## src/rtl/cbrt_pkg.sv

```systemverilog
package cbrt_pkg;

  // Controller phases of one transaction
  typedef enum logic [1:0] {
    ST_IDLE = 2'd0,
    ST_CALC = 2'd1,
    ST_SIGN = 2'd2,
    ST_DONE = 2'd3
  } cbrt_state_t;

  function automatic int unsigned max_u(input int unsigned a, input int unsigned b);
    return (a > b) ? a : b;
  endfunction

endpackage

```

## src/rtl/cbrt_ctrl.sv

```systemverilog
module cbrt_ctrl
  import cbrt_pkg::*;
(
  input  logic clk,
  input  logic rst,
  input  logic req,
  input  logic last_bit,
  output logic load,
  output logic step,
  output logic fin,
  output logic ack
);

  cbrt_state_t state_q;
  cbrt_state_t state_d;

  // Next-state decision
  always_comb begin
    state_d = state_q;
    unique case (state_q)
      ST_IDLE: if (req)      state_d = ST_CALC;
      ST_CALC: if (last_bit) state_d = ST_SIGN;
      ST_SIGN:               state_d = ST_DONE;
      ST_DONE: if (!req)     state_d = ST_IDLE;
      default:               state_d = ST_IDLE;
    endcase
  end

  // State register with synchronous reset
  always_ff @(posedge clk) begin
    if (rst) begin
      state_q <= ST_IDLE;
    end else begin
      state_q <= state_d;
    end
  end

  assign load = (state_q == ST_IDLE) && req;
  assign step = (state_q == ST_CALC);
  assign fin  = (state_q == ST_SIGN);
  assign ack  = (state_q == ST_DONE);

endmodule

```

## src/rtl/cbrt_root_iter.sv

```systemverilog
module cbrt_root_iter
  import cbrt_pkg::*;
#(
  parameter int unsigned IN_W   = 24,
  parameter int unsigned ROOT_W = 8
) (
  input  logic              clk,
  input  logic              load,
  input  logic              step,
  input  logic [IN_W-1:0]   din,
  output logic [ROOT_W-1:0] root,
  output logic              neg,
  output logic              last_bit
);

  localparam int unsigned IDX_W  = (ROOT_W > 1) ? $clog2(ROOT_W) : 1;
  localparam int unsigned CUBE_W = 3 * ROOT_W;
  localparam int unsigned CMP_W  = max_u(CUBE_W, IN_W);

  logic [IN_W-1:0]   mag_q;
  logic              neg_q;
  logic [ROOT_W-1:0] root_q;
  logic [IDX_W-1:0]  idx_q;

  logic [IN_W-1:0]   mag_in;
  logic [ROOT_W-1:0] bit_mask;
  logic [ROOT_W-1:0] trial;
  logic [CMP_W-1:0]  trial_x;
  logic [CMP_W-1:0]  trial_sq;
  logic [CMP_W-1:0]  trial_cube;
  logic              fits;

  // Unsigned magnitude; the most negative operand maps to 2**(IN_W-1)
  assign mag_in = din[IN_W-1] ? (~din + IN_W'(1)) : din;

  // One-hot selector of the bit under trial
  for (genvar g = 0; g < ROOT_W; g++) begin : g_mask
    assign bit_mask[g] = (idx_q == IDX_W'(g));
  end

  assign trial      = root_q | bit_mask;
  assign trial_x    = CMP_W'(trial);
  assign trial_sq   = trial_x * trial_x;
  assign trial_cube = trial_sq * trial_x;
  assign fits       = (trial_cube <= CMP_W'(mag_q));

  // Operand capture and bit-serial search, clock enables written out
  always_ff @(posedge clk) begin
    if (load) begin
      mag_q  <= mag_in;
      neg_q  <= din[IN_W-1];
      root_q <= '0;
      idx_q  <= IDX_W'(ROOT_W - 1);
    end else if (step) begin
      if (fits) begin
        root_q <= trial;
      end
      idx_q <= idx_q - IDX_W'(1);
    end
  end

  assign root     = root_q;
  assign neg      = neg_q;
  assign last_bit = (idx_q == '0);

endmodule

```

## src/rtl/cbrt_sign_fix.sv

```systemverilog
module cbrt_sign_fix #(
  parameter int unsigned ROOT_W = 8,
  parameter int unsigned OUT_W  = 9
) (
  input  logic              clk,
  input  logic              rst,
  input  logic              fin,
  input  logic [ROOT_W-1:0] root,
  input  logic              neg,
  output logic [OUT_W-1:0]  dout
);

  logic [OUT_W-1:0] root_ext;
  logic [OUT_W-1:0] signed_res;
  logic [OUT_W-1:0] dout_q;

  assign root_ext   = OUT_W'(root);
  assign signed_res = neg ? (OUT_W'(0) - root_ext) : root_ext;

  // Result register: written once per transaction, held otherwise
  always_ff @(posedge clk) begin
    if (rst) begin
      dout_q <= '0;
    end else if (fin) begin
      dout_q <= signed_res;
    end
  end

  assign dout = dout_q;

endmodule

```

## src/rtl/cbrt_hs_unit.sv

```systemverilog
module cbrt_hs_unit #(
  parameter int unsigned IN_W  = 24,
  parameter int unsigned OUT_W = 9
) (
  input  logic             clk,
  input  logic             rst,
  input  logic             req,
  input  logic [IN_W-1:0]  din,
  output logic             ack,
  output logic [OUT_W-1:0] dout
);

  localparam int unsigned ROOT_W = OUT_W - 1;

  logic              load;
  logic              step;
  logic              fin;
  logic              last_bit;
  logic [ROOT_W-1:0] root;
  logic              neg;

  cbrt_ctrl u_ctrl (
    .clk      (clk),
    .rst      (rst),
    .req      (req),
    .last_bit (last_bit),
    .load     (load),
    .step     (step),
    .fin      (fin),
    .ack      (ack)
  );

  cbrt_root_iter #(
    .IN_W   (IN_W),
    .ROOT_W (ROOT_W)
  ) u_iter (
    .clk      (clk),
    .load     (load),
    .step     (step),
    .din      (din),
    .root     (root),
    .neg      (neg),
    .last_bit (last_bit)
  );

  cbrt_sign_fix #(
    .ROOT_W (ROOT_W),
    .OUT_W  (OUT_W)
  ) u_sign (
    .clk  (clk),
    .rst  (rst),
    .fin  (fin),
    .root (root),
    .neg  (neg),
    .dout (dout)
  );

endmodule

```

## config.mk

```make
export PLATFORM = sky130hd
export DESIGN_NAME = cbrt_hs_unit
export DESIGN_NICKNAME = d
export VERILOG_FILES = /design/src/rtl/cbrt_pkg.sv /design/src/rtl/cbrt_ctrl.sv /design/src/rtl/cbrt_root_iter.sv /design/src/rtl/cbrt_sign_fix.sv /design/src/rtl/cbrt_hs_unit.sv
export SDC_FILE = /design/constraint.sdc
export NUM_CORES = 1
export LEC_CHECK = 0
export ABC_AREA = 1
export BUFFER_PORTS_ARGS = -buffer_cell sky130_fd_sc_hd__buf_2
export CAP_MARGIN = 20
export CORE_MARGIN = 2
export CORE_UTILIZATION = 65
export CTS_CLUSTER_DIAMETER = 150
export DETAILED_ROUTE_END_ITERATION = 10
export HOLD_SLACK_MARGIN = 0.02
export PLACE_DENSITY = 0.88
export RECOVER_POWER = 50
export SYNTH_ARGS = -nofsm -noshare
export SYNTH_HDL_FRONTEND = slang
export SYNTH_HIERARCHICAL = 1
export SYNTH_SLANG_ARGS = --single-unit
export TNS_END_PERCENT = 20
```

## constraint.sdc

```tcl
create_clock -name clk -period 15.32 [get_ports clk]
set_input_delay 0 -clock clk [delete_from_list [all_inputs] [get_ports clk]]
set_output_delay 0 -clock clk [all_outputs]
set_load 0.02 [all_outputs]
```

# [After elaboration in Yosys (flattened, before gate mapping)]
# Cells that the tools add are included.
[totals] out_inout_bits=10 word_cells=39 ff_bits=47 memories=0 inputBits=27 latchBits=0 romBits=0 ram_bits=0
[op_classes] reduce_logical=5 n_lt_le_gt_ge=1 mul=2 n_eq_ne=13 div=0 muxes=6 bitwise=2 shift=0 n_addsub=3
[ops] cell="adder 24 x 1 -> 24 bit (second input constant)" n=1
[ops] cell="less-or-equal comparator 24 bit" n=1
[ops] cell="multiplier 24 x 8 -> 24 bit" n=1
[ops] cell="NOT 24 bit" n=1
[ops] cell="2-to-1 mux 23 bit" n=1
[ops] cell="multiplier 8 x 8 -> 16 bit" n=1
[ops] cell="== test 3 bit (second input constant)" n=4
[ops] cell="2-to-1 mux 9 bit" n=1
[ops] cell="subtractor 1 x 8 -> 9 bit (first input constant)" n=1
[ops] cell="bitwise OR 8 bit" n=1
[ops] cell="case mux 2 bit (4 select lines)" n=1
[ops] cell="== test 3 x 2 -> 1 bit (second input constant)" n=2
[ops] cell="2-to-1 mux 2 bit" n=3
[ops] cell="== test 2 bit (second input constant)" n=2
[ops] cell="!= test 2 bit (second input constant)" n=2
[ops] cell="== test 3 x 1 -> 1 bit (second input constant)" n=1
[ops] cell="logical NOT 3 bit" n=1
[ops] cell="AND reduction 3 bit" n=1
[ops] cell="subtractor 3 x 1 -> 3 bit (second input constant)" n=1
[ops] cell="== test 2 x 1 -> 1 bit (second input constant)" n=1
[ops] cell="logical NOT 2 bit" n=1
[ops] cell="!= test 2 x 1 -> 1 bit (second input constant)" n=1
[ops] cell="AND reduction 2 bit" n=1
[ops] cell="logical AND 1 bit" n=1

# [Logic depth before layout (Yosys ltp)]
# Gate-level depths: netlist of run 1.
[depth] ltp_word=6 depth_mapped=48 depth_no_buf=48

# [Cells and area by module]
# The synthesis of run 1 kept the hierarchy.
[by_module_without_submodules] module="cbrt_root_iter" area_each_um2=7920.1 seq_area_each_um2=970.9 cells_each=1043 n_inst=1
[by_module_without_submodules] module="cbrt_sign_fix" area_each_um2=521.8 seq_area_each_um2=180.2 cells_each=78 n_inst=1
[by_module_without_submodules] module="cbrt_ctrl" area_each_um2=226.5 seq_area_each_um2=40.0 cells_each=35 n_inst=1

# [Least setup slack after synthesis of run 1]
# Ideal clock, no wire load.
[synth_path] path_type="reg-to-reg" startpoint="register u_iter.idx_q[1]" endpoint="register u_iter.root_q[0] (netlist: u_iter/root[0])" n_path_buf=1 t_arrival_ns=8.876 path_stages_with_launch=44 synth_period_minus_slack_ns=9.002 t_required_ns=15.194 setup_time_ns=0.126 slack_ns=6.318 path_cell_list="dfxtp_1 inv_1 ha_1 a21oi_1 inv_1 clkbuf_1 nand2_1 inv_1 fa_1 inv_1 fa_1 fa_1 fa_1 inv_1 ha_1 a21oi_1 o21ai_1 nor2_1 (+8 left out) inv_1 ha_1 a21oi_1 a21boi_0 nor2_1 nor2_1 nand3_1 xor2_1 ha_1 nand2_1 nor2_1 nand2_1 nor2_1 nand2_1 nand3_1 nand2_1 nand2_1 a21oi_1"
[synth_between] elab_chain_len=6 elab_cells_between_ends=13 cone_classes="2 x mul; 1 x order compare; 7 x eq/ne; 1 x bitwise; 2 x reduce/logical"
[synth_rtl] item="start, declared" line="cbrt_root_iter.sv:23" rtl="logic [IDX_W-1:0] idx_q;"
[synth_rtl] item="start signal, assigned" line="cbrt_root_iter.sv:53" rtl="idx_q <= IDX_W'(ROOT_W - 1);"
[synth_rtl] item="start signal, assigned" line="cbrt_root_iter.sv:58" rtl="idx_q <= idx_q - IDX_W'(1);"
[synth_rtl] item="== test 3 bit (*)" line="cbrt_root_iter.sv:38" rtl="assign bit_mask[g] = (idx_q == IDX_W'(g));"
[synth_rtl] item="bitwise OR 8 bit (*)" line="cbrt_root_iter.sv:41" rtl="assign trial = root_q | bit_mask;"
[synth_rtl] item="net u_iter.trial[5]" line="cbrt_root_iter.sv:27" rtl="logic [ROOT_W-1:0] trial;"
[synth_rtl] item="multiplier 8 x 8 -> 16 bit" line="cbrt_root_iter.sv:43" rtl="assign trial_sq = trial_x * trial_x;"
[synth_rtl] item="multiplier 24 x 8 -> 24 bit (*)" line="cbrt_root_iter.sv:44" rtl="assign trial_cube = trial_sq * trial_x;"
[synth_rtl] item="less-or-equal comparator 24 bit (*)" line="cbrt_root_iter.sv:45" rtl="assign fits = (trial_cube <= CMP_W'(mag_q));"
[synth_rtl] item="AND reduction 2 bit (no line) (*)"
[synth_rtl] item="end signal, assigned" line="cbrt_root_iter.sv:56" rtl="root_q <= trial;"
[synth_rtl] item="end, declared" line="cbrt_root_iter.sv:22" rtl="logic [ROOT_W-1:0] root_q;"
# The timed path passes the listed nets; every way through them passes the cells marked *.
# A chain may end at the register's enable or synchronous reset.

# [Final worst setup path of run 1]
[layout_path] startpoint="register u_iter.idx_q[2]" endpoint="register u_iter.root_q[0] (netlist: u_iter/root[0])"
[layout_between] elab_chain_len=6 elab_cells_between_ends=13 cone_classes="2 x mul; 1 x order compare; 7 x eq/ne; 1 x bitwise; 2 x reduce/logical"
[layout_rtl] item="== test 3 x 1 -> 1 bit, or another cell as far along" line="cbrt_root_iter.sv:38"
[layout_rtl] item="bitwise OR 8 bit (*)" line="cbrt_root_iter.sv:41"
[layout_rtl] item="multiplier 8 x 8 -> 16 bit" line="cbrt_root_iter.sv:43"
[layout_rtl] item="multiplier 24 x 8 -> 24 bit" line="cbrt_root_iter.sv:44"
[layout_rtl] item="less-or-equal comparator 24 bit" line="cbrt_root_iter.sv:45"
[layout_rtl] item="AND reduction 2 bit (no line)"
# Mark *: on every way between the ends. The rest lies on a longest branch, timed or not.

==> results of run 1 <==
## worst max-delay path: cells and delay by family, from the launching register on
family | cells | cell delay, ps
adders and majority gates | 11 | 5050
and+or+nand+nor | 14 | 1810
DFF | 1 | 570
buffers and inverters | 8 | 1030
AOI/OAI and AO/OA | 6 | 1770
xor gates and xnor gates | 2 | 480
## worst max-delay path by stage
stage,depth (start not counted),to,slack (ps)
after floorplan,43,u_iter/root[0],6320
after global placement,42,u_iter/root[7],4520
after detailed placement,40,u_iter/root[5],4670
after CTS,40,u_iter/root[0],4620
after global routing,42,u_iter/root[0],3830
final,41,u_iter/root[0],4480
## report_power, final
part | switching, mW | internal, mW | total (mW)
combinational | 0.553 | 0.291 | 0.845
clock | 0.0461 | 0.0621 | 0.108
sequential | 0.0203 | 0.172 | 0.192
total | 0.620 | 0.525 | 1.15
## cell type report
class / instances / area, sq um / share of cell area
Tap cell: 176 / 220 / 0.0242
Clock buffer: 6 / 133 / 0.0146
Clock inverter: 2 / 11.3 / 0.00124
Timing Repair Buffer: 40 / 200 / 0.0220
Inverter: 253 / 952 / 0.105
Sequential cell: 47 / 1190 / 0.131
Multi-Input combinational cell: 835 / 6380 / 0.702
## sequential cells by signal, summed over array words and instances (netlist names)
signal / flops
u_iter/idx_q: 3
u_sign/dout: 9
u_iter/root: 8
u_iter/neg: 1
u_ctrl/state_q: 2
u_iter/mag_q: 24
## routing by layer
metal / up-vias / track usage / share of wire / wire length, um
met5: - / 0 / 0 / 0
met2: 275 / 0.468 / 0.47 / 9200
met4: 0 / 0.0875 / 0.025 / 481
met3: 38 / 0.0383 / 0.073 / 1420
met1: 3486 / 0.392 / 0.43 / 8370
li1: 3579 / - / - / -
## cells in the final DEF, fill, tap and decap left out, drive strengths merged
cell type	netlist	final
ha	106	106
nor4	2	2
o21ai	46	46
o211ai	2	2
dfxtp	22	22
o21bai	3	3
nand4	9	9
nand2	221	221
fa	99	99
o21a	3	3
or2	10	10
nor2	160	160
conb	2	3
a31oi	3	3
nand3b	6	6
inv	252	253
xnor2	14	14
clkinv	1	2
dlygate4sd3	0	2
buf	10	26
xor2	37	37
nand3	33	33
nor3	10	10
a21boi	2	2
clkbuf	12	18
edfxtp	25	25
a21oi	59	59
a211o	1	1
a21o	6	6
## metrics by stage
step	util	setup slack (ps)	hold WS, ps
5_1_grt	0.692	3830	21.3
3_3_place_gp	0.683	4520	192
6_report	0.692	4480	18.9
2_1_floorplan	-	6320	98.9
3_5_place_dp	0.683	4670	199
4_1_cts	0.696	4620	25.7
## cells by family after synthesis
kind of cell	Yosys count
AOI/OAI and AO/OA	125
adders and majority gates	205
and+or+nand+nor	451
buffers and inverters	275
DFF	47
xor gates and xnor gates	51
other	2
==> flow_metrics.env, run 1 <==
export IMPL_cts_resized=0
export IMPL_final_area_sq_um=9090
export IMPL_synth_area_leaders="fa_1 23%, ha_1 15%, inv_1 11%, nand2_1 9.3%, edfxtp_1 8.7%"
export IMPL_fin_cells=1359
export IMPL_synthMostInstantiatedCell="inv_1"
export IMPL_fmax_mhz=92.3
export IMPL_diodes=0
export IMPL_rsz0062_at_grt="no"
export IMPL_ant_nets=0
export IMPL_tns_ps=0
export IMPL_numPortBuffers=36
export IMPL_postCtsSetupRepairBufs=0
export IMPL_vias_per_cell=5.43
export IMPL_cp_arrival_ps=11010
export IMPL_core_area_sq_um=13100
export IMPL_synth_top_area_share=0.229
export IMPL_cts_clk_slew_worst_paths_ps=60
export IMPL_rrSetupSlack_ps=4480
export IMPL_crit_start="u_iter/idx_q[2]"
export IMPL_r2r_end="u_iter/root[0]"
export IMPL_hold_path_depth=3
export IMPL_die_area_sq_um=14300
export IMPL_hp_class="input port to flop"
export IMPL_numClockSinks=47
export IMPL_powerDensity_nw_per_um2=126
export IMPL_h_tree_depth=2
export IMPL_worstRegToRegCells=41
export IMPL_placed_cells=1349
export IMPL_min_delay_start="din[2]"
export IMPL_synth_largest_area_cell="fa_1"
export IMPL_startpoint_type="flop"
export IMPL_hold_buffers=2
export IMPL_synth_top_family_by_area="adder cells"
export IMPL_outcome="finished, final reports clean"
export IMPL_max_stage_delay_ps=780
export IMPL_synth_common_cells="249 x inv_1, 215 x nand2_1, 158 x nor2_1"
export IMPL_period_minus_slack_ps=10840
export IMPL_grt_max_degree=29
export IMPL_crit_slowest_cell="a21oi_1"
export IMPL_insertion_delay_ps=300
export IMPL_cts_buffer_depth=2
export IMPL_routedWlPerCell_um=14.3
export IMPL_hold_viol=0
export IMPL_placed_area_sq_um=8970
export IMPL_drv_slew=0
export IMPL_min_to="u_iter/mag_q[2]"
export IMPL_route_detailed_drc=0
export IMPL_r2r_start="u_iter/idx_q[2]"
export IMPL_drtIter0Drc=678
export IMPL_ys_flop_type="edfxtp_1"
export IMPL_async_reset_ff_frac=0
export IMPL_synth_simple_gate_area_frac=0.219
export IMPL_synth_edf_count=25
export IMPL_avgSynthCellArea_sq_um=7.50
export IMPL_dpl_hpwl_mm=16.2
export IMPL_fillers=1077
export IMPL_pin_count=37
export IMPL_worst_pin_slew_ps=1040
export IMPL_fp_dieW_um=119
export IMPL_via_count=7378
export IMPL_yosysUniqueCellTypes=48
export IMPL_yosys_warnings=6
export IMPL_syn_cell_area_sq_um=8670
export IMPL_ir_worst_vdd_uv=129
export IMPL_cts_tree="done"
export IMPL_synth_xor_area_share=0.0559
export IMPL_numCtsBuffers=5
export IMPL_crit_fanout=12
export IMPL_synth_seq_cells=47
export IMPL_drive_gt1_frac=0.0558
export IMPL_grt_first_pass_wirelength_mm=32.7
export IMPL_grt_ovfl_total=0
export IMPL_start_util=0.660
export IMPL_setup_violations=0
export IMPL_worstPathRequired_ps=15490
export IMPL_p_leak_nw=4.89
export IMPL_path_common_cell="fa_1"
export IMPL_cap_violations=0
export IMPL_synthCells=1156
export IMPL_routed_wl_mm=19.5
export IMPL_finalClockSkew_ps=3.53
export IMPL_critPathCaptureType="flop"
export IMPL_fin_crit_sh=0.707
export IMPL_grt_pass1_vias=7129
export IMPL_fin_nets=1414
export IMPL_num_rows=42
export IMPL_grt_total_usage=0.284
export IMPL_synth_compound_area_frac=0.0829
export IMPL_grt_antenna_before_repair=0
export IMPL_crit_type="flop to flop"
export IMPL_ys_seq_area_frac=0.137
export IMPL_synthMuxAreaShare=0
export IMPL_cts_root_buf="clkbuf_16"
export IMPL_dieHeight_um=119
export IMPL_syn_to_final_growth_pct=4.88
export IMPL_maxSlewHeadroom=0.305
export IMPL_synth_fa_ha_area_frac=0.382
export IMPL_drt_pre_antenna_iters=5
export IMPL_gp_congestion=0.986
export IMPL_power_mw=1.15
Power figures use the tool's default switching activity.
==> inputs of run 2 (changes only) <==
--- a/config.mk
+++ b/config.mk
@@ -9,11 +9,11 @@
 export BUFFER_PORTS_ARGS = -buffer_cell sky130_fd_sc_hd__buf_2
 export CAP_MARGIN = 20
 export CORE_MARGIN = 2
-export CORE_UTILIZATION = 65
+export CORE_UTILIZATION = 59
 export CTS_CLUSTER_DIAMETER = 150
 export DETAILED_ROUTE_END_ITERATION = 10
 export HOLD_SLACK_MARGIN = 0.02
-export PLACE_DENSITY = 0.88
+export PLACE_DENSITY = 0.85
 export RECOVER_POWER = 50
 export SYNTH_ARGS = -nofsm -noshare
 export SYNTH_HDL_FRONTEND = slang
==> constraint.sdc (replaced) <==
create_clock -name clk -period 9.25 [get_ports clk]
set_input_delay 0 -clock clk [delete_from_list [all_inputs] [get_ports clk]]
set_output_delay 0 -clock clk [all_outputs]
set_load 0.02 [all_outputs]
==> flow_metrics.env, run 2 (synthesis results as in run 1) <==
export IMPL_utilization=0.719
export IMPL_placed_area_sq_um=9520
export IMPL_ir_worst_vdd_uv=193
export IMPL_dpl_hpwl_mm=17.1
export IMPL_multi_input_comb_area_sq_um=6920
export IMPL_drtIter0Drc=869
export IMPL_critPathCaptureType="flop"
export IMPL_tns_ps=0
export IMPL_startpoint_type="flop"
export IMPL_grt_total_usage=0.272
export IMPL_fin_nets=1502
export IMPL_ant_nets=0
export IMPL_min_delay_start="din[11]"
export IMPL_period_minus_slack_ps=9190
export IMPL_insertion_delay_ps=290
export IMPL_worstPathRequired_ps=9430
export IMPL_gp_congestion=0.949
export IMPL_fin_cells=1455
export IMPL_num_rows=44
export IMPL_largest_register_ffs=24
export IMPL_grt_ovfl_total=0
export IMPL_worstRegToRegCells=46
export IMPL_drv_slew=0
export IMPL_grt_max_degree=29
export IMPL_layout_setup_ws_ps=55.8
export IMPL_drive_gt1_frac=0.202
export IMPL_crit_type="flop to flop"
export IMPL_maxSlewHeadroom=0.535
export IMPL_syn_to_final_growth_pct=19.6
export IMPL_crit_fanout=8
export IMPL_pin_count=37
export IMPL_grt_pass1_vias=7755
export IMPL_mostFrequentLayoutCells="237 x inv_1, 203 x nand2_1, 144 x nor2_1, 97 x fa_1, 89 x ha_1"
export IMPL_routed_wl_mm=23.2
export IMPL_worst_pin_slew_ps=698
export IMPL_hold_viol=0
export IMPL_setup_violations=0
export IMPL_dieHeight_um=125
export IMPL_diodes=0
export IMPL_start_util=0.601
export IMPL_outcome="finished, final reports clean"
export IMPL_cap_violations=0
export IMPL_power_mw=2.37
export IMPL_final_common_cell="inv_1"
export IMPL_numPortBuffers=36
export IMPL_placed_cells=1425
export IMPL_r2r_start="u_iter/idx_q[1]"
export IMPL_fillers=985
export IMPL_route_detailed_drc=0
export IMPL_fp_dieW_um=125
export IMPL_grt_antenna_before_repair=0
export IMPL_path_common_cell="fa_1"
export IMPL_grt_first_pass_wirelength_mm=35.3
export IMPL_cts_tree="done"
export IMPL_finalClockSkew_ps=4.28
export IMPL_cts_root_buf="clkbuf_16"
export IMPL_cp_arrival_ps=9370
export IMPL_vias_per_cell=5.60
export IMPL_crit_start="u_iter/idx_q[1]"
export IMPL_numCtsBuffers=5
export IMPL_hold_path_depth=2
export IMPL_max_stage_delay_ps=550
export IMPL_cts_buffer_depth=2
export IMPL_drt_pre_antenna_iters=7
export IMPL_fin_crit_sh=0.994
export IMPL_p_leak_nw=5.45
export IMPL_top_register="u_iter/mag_q"
export IMPL_core_area_sq_um=14400
export IMPL_h_tree_depth=2
export IMPL_regArea_sq_um=1200
export IMPL_hp_class="input port to flop"
export IMPL_fmax_mhz=109
export IMPL_final_area_sq_um=10400
export IMPL_cts_clk_slew_worst_paths_ps=60
export IMPL_routedWlPerCell_um=16.0
export IMPL_powerDensity_nw_per_um2=229
export IMPL_pre_cts_slack_ps=-241
export IMPL_crit_slowest_cell="fa_1"
export IMPL_holdWs_ps=30.9
export IMPL_numClockSinks=47
export IMPL_die_area_sq_um=15700
export IMPL_via_count=8142
run 2: final cells by class:
class	count	share of cell area
Clock buffer	7	0.0128
Clock inverter	1	0.000483
Inverter	253	0.0921
Multi-Input combinational cell	835	0.668
Sequential cell	47	0.116
Tap cell	184	0.0222
Timing Repair Buffer	128	0.0890
run 2: critical path: cells and delay by family (launching register included):
| family | cells | cell delay [ps] |
|---|---|---|
| compound gates | 5 | 730 |
| xor+xnor | 2 | 400 |
| fa+ha+maj | 11 | 4650 |
| buf+inv | 8 | 710 |
| flops | 1 | 350 |
| simple gates | 20 | 2200 |
run 2: report_power, final:
part	internal [mW]	switching, mW	total [mW]	leakage, nW
clock network	0.0999	0.0740	0.174	0.0679
registers	0.286	0.0395	0.325	0.416
logic	0.764	1.11	1.87	4.96
total	1.15	1.22	2.37	5.45
run 2: repair_timing:
| action | CTS | global route |
|---|---|---|
| setup buffers | 3 | 16 |
| pin swaps | 2 | 48 |
| resized for setup | 17 | 122 |
| endpoints found under the setup margin | 8 | 8 |
| endpoints found under the hold margin | 2 | 0 |
| hold buffers | 2 | 0 |
run 2: layer usage:
metal | GRT usage | vias up | share of wire
li1 | - | 3759 | -
met2 | 0.468 | 378 | 0.50
met4 | 0.0719 | 0 | 0.032
met3 | 0.0329 | 77 | 0.076
met5 | 0 | - | 0
met1 | 0.365 | 3928 | 0.40
run 2: path summary, 6_finish.rpt:
check                                   endpoint  slack [ps]
worst min register to register    u_sign/dout[1]         490
worst max-delay path              u_iter/root[4]          60
worst max register to register    u_iter/root[4]          60
worst min-delay path            u_iter/mag_q[11]          30
==> inputs of run 3 (changes only) <==
--- a/config.mk
+++ b/config.mk
@@ -5,15 +5,14 @@
 export SDC_FILE = /design/constraint.sdc
 export NUM_CORES = 1
 export LEC_CHECK = 0
-export ABC_AREA = 1
 export BUFFER_PORTS_ARGS = -buffer_cell sky130_fd_sc_hd__buf_2
 export CAP_MARGIN = 20
 export CORE_MARGIN = 2
-export CORE_UTILIZATION = 59
+export CORE_UTILIZATION = 58
 export CTS_CLUSTER_DIAMETER = 150
 export DETAILED_ROUTE_END_ITERATION = 10
 export HOLD_SLACK_MARGIN = 0.02
-export PLACE_DENSITY = 0.85
+export PLACE_DENSITY = 0.84
 export RECOVER_POWER = 50
 export SYNTH_ARGS = -nofsm -noshare
 export SYNTH_HDL_FRONTEND = slang
==> flow_metrics.env, run 3 <==
export IMPL_outcome="finished, violations left"
export IMPL_violations="setup timing"
export IMPL_insertion_delay_ps=300
export IMPL_async_reset_ff_frac=0
export IMPL_fin_crit_sh=1.07
export IMPL_via_count=8351
export IMPL_numCtsBuffers=5
export IMPL_diodes=0
export IMPL_largest_register_ffs=24
export IMPL_powerDensity_nw_per_um2=209
export IMPL_cts_root_buf="clkbuf_16"
export IMPL_hold_path_depth=2
export IMPL_r2r_end="u_iter/root[3]"
export IMPL_max_stage_delay_ps=530
export IMPL_critPathCaptureType="flop"
export IMPL_mostFrequentLayoutCells="163 x inv_1, 140 x buf_4, 97 x fa_1, 91 x ha_1, 84 x nor2_1"
export IMPL_syn_to_final_growth_pct=28.9
export IMPL_clockPowerShare=0.093
export IMPL_finalClockSkew_ps=8.98
export IMPL_core_area_sq_um=13900
export IMPL_synth_simple_gate_area_frac=0.168
export IMPL_rrSetupSlack_ps=-610
export IMPL_min_delay_start="din[12]"
export IMPL_power_mw=2.24
export IMPL_h_tree_depth=2
export IMPL_period_minus_slack_ps=9860
export IMPL_num_rows=43
export IMPL_grt_max_degree=27
export IMPL_route_detailed_drc=0
export IMPL_synth_top_area_share=0.238
export IMPL_yosysUniqueCellTypes=61
export IMPL_start_util=0.597
export IMPL_synth_fa_ha_area_frac=0.397
export IMPL_drv_slew=0
export IMPL_drt_pre_antenna_iters=6
export IMPL_hp_class="input port to flop"
export IMPL_setup_violations=8
export IMPL_routed_wl_mm=27.8
export IMPL_dpl_hpwl_mm=16.8
export IMPL_cts_buffer_depth=2
export IMPL_worstPathRequired_ps=9470
export IMPL_startpoint_type="flop"
export IMPL_comb_power_share=0.771
export IMPL_dieHeight_um=124
export IMPL_hold_viol=0
export IMPL_synth_seq_cells=47
export IMPL_cap_violations=0
export IMPL_synthCells=971
export IMPL_synth_xor_area_share=0.0610
export IMPL_worstRegToRegCells=40
export IMPL_fmax_mhz=101
export IMPL_ant_nets=0
export IMPL_vias_per_cell=6.31
export IMPL_pin_count=37
export IMPL_utilization=0.770
export IMPL_synth_common_cells="171 x inv_1, 106 x ha_1, 103 x nor2_1"
export IMPL_grt_pass1_vias=8260
export IMPL_syn_cell_area_sq_um=8320
export IMPL_synthMostInstantiatedCell="inv_1"
export IMPL_grt_antenna_before_repair=0
export IMPL_fp_dieW_um=124
export IMPL_r2r_start="u_iter/idx_q[0]"
export IMPL_switching_share=0.486
export IMPL_p_seq_frac=0.137
export IMPL_min_to="u_iter/mag_q[12]"
export IMPL_synth_edf_count=25
export IMPL_crit_fanout=14
export IMPL_routedWlPerCell_um=21.0
export IMPL_synthMuxAreaShare=0.00526
export IMPL_cp_arrival_ps=10080
export IMPL_synth_compound_area_frac=0.135
export IMPL_final_common_cell="inv_1"
export IMPL_cts_tree="done"
export IMPL_crit_slowest_cell="fa_1"
export IMPL_p_leak_nw=5.11
export IMPL_fillers=793
export IMPL_grt_total_usage=0.334
export IMPL_die_area_sq_um=15300
export IMPL_synth_top_family_by_area="adder cells"
export IMPL_layout_setup_ws_ps=-614
export IMPL_gp_congestion=0.924
export IMPL_numClockSinks=47
export IMPL_cts_clk_slew_worst_paths_ps=60
export IMPL_grt_ovfl_total=0
export IMPL_fin_nets=1375
export IMPL_switchingPower_mw=1.09
export IMPL_ys_flop_type="edfxtp_1"
export IMPL_crit_type="flop to flop"
export IMPL_path_common_cell="buf_4"
export IMPL_ys_seq_area_frac=0.143
export IMPL_synth_largest_area_cell="fa_1"
export IMPL_maxSlewHeadroom=0.235
export IMPL_top_register="u_iter/mag_q"
export IMPL_drtIter0Drc=990
export IMPL_avgSynthCellArea_sq_um=8.57
export IMPL_rsz0062_at_grt="yes"
export IMPL_ir_worst_vdd_uv=291
export IMPL_tns_ps=-4530
export IMPL_yosys_warnings=6
export IMPL_synth_area_leaders="fa_1 24%, ha_1 16%, edfxtp_1 9.0%, inv_1 7.7%, dfxtp_1 5.3%"
export IMPL_p_int_mw=1.15
export IMPL_worst_pin_slew_ps=1150
export IMPL_drive_gt1_frac=0.266
export IMPL_numPortBuffers=36
export IMPL_grt_first_pass_wirelength_mm=39.6
run 3: final cells by class:
type | instances | area, sq um | share of cell area
repair buffers | 187 | 1360 | 0.127
clock buffers | 5 | 125 | 0.0117
flip-flops and latches | 47 | 1190 | 0.111
clock inverters | 3 | 38.8 | 0.00361
multi-input cells | 729 | 7130 | 0.665
inverters | 173 | 657 | 0.0612
well taps | 180 | 225 | 0.0210
run 3: routing by layer:
layer  GRT usage  part of all wire  wire length [um]
met5           0                 0                 0
met4       0.166             0.086              2380
met3      0.0412             0.098              2730
met2       0.583              0.47             13200
met1       0.408              0.34              9520
run 3: timing repair:
item,CTS,global route
hold buffers,5,0
setup endpoints to repair,8,8
setup buffers,19,9
pin swaps,70,35
endpoints found under the hold margin,5,0
resized for setup,76,37
run 3: per-stage QoR:
| step | area (sq um) | hold slack [ps] | instances | setup slack, ps |
|---|---|---|---|---|
| 3_5_place_dp | 9760 | 228 | 1283 | -362 |
| 6_report | 10700 | 32.6 | 1324 | -614 |
| 2_1_floorplan | 8570 | 72.1 | 972 | 18.9 |
| 3_3_place_gp | 9760 | 227 | 1283 | -101 |
| 4_1_cts | 10500 | 25.9 | 1315 | -3.76 |
| 5_1_grt | 10700 | 43.9 | 1324 | -745 |
run 3: how the worst max path moves through the flow:
stage	startpoint	slack, ps	endpoint
4_1_cts	u_iter/idx_q[1]	-4	u_iter/root[2]
3_5_place_dp	u_iter/idx_q[1]	-360	u_iter/root[2]
2_1_floorplan	u_iter/idx_q[1]	20	u_iter/root[0]
5_1_grt	u_iter/idx_q[0]	-740	u_iter/root[0]
3_3_place_gp	u_iter/idx_q[1]	-100	u_iter/root[0]
6_report	u_iter/idx_q[0]	-610	u_iter/root[3]
run 3: power groups by stage:
stage	logic (mW)	clock network, mW	registers (mW)
global route	1.83	0.214	0.311
finish	1.73	0.209	0.307
global placement	1.32	0	0.304
CTS	1.51	0.207	0.302
detailed placement	1.37	0	0.305
floorplan	0.893	0	0.314
run 3: cell families after synthesis:
| kind of cell | count (synthesis) |
|---|---|
| other | 2 |
| AND/OR/NAND/NOR | 285 |
| adder cells (fa/ha/maj) | 205 |
| flip-flops | 47 |
| XOR/XNOR | 58 |
| multiplexers | 4 |
| AO/OA/AOI/OAI | 174 |
| buffers and inverters | 196 |
run 3: worst max-delay path: cells and delay by family, from the launching register on:
kind | cells | cell delay (ps)
xor+xnor | 3 | 480
buf+inv | 13 | 1980
flops | 1 | 360
simple gates | 7 | 1150
fa+ha+maj | 11 | 4620
compound gates | 6 | 1180
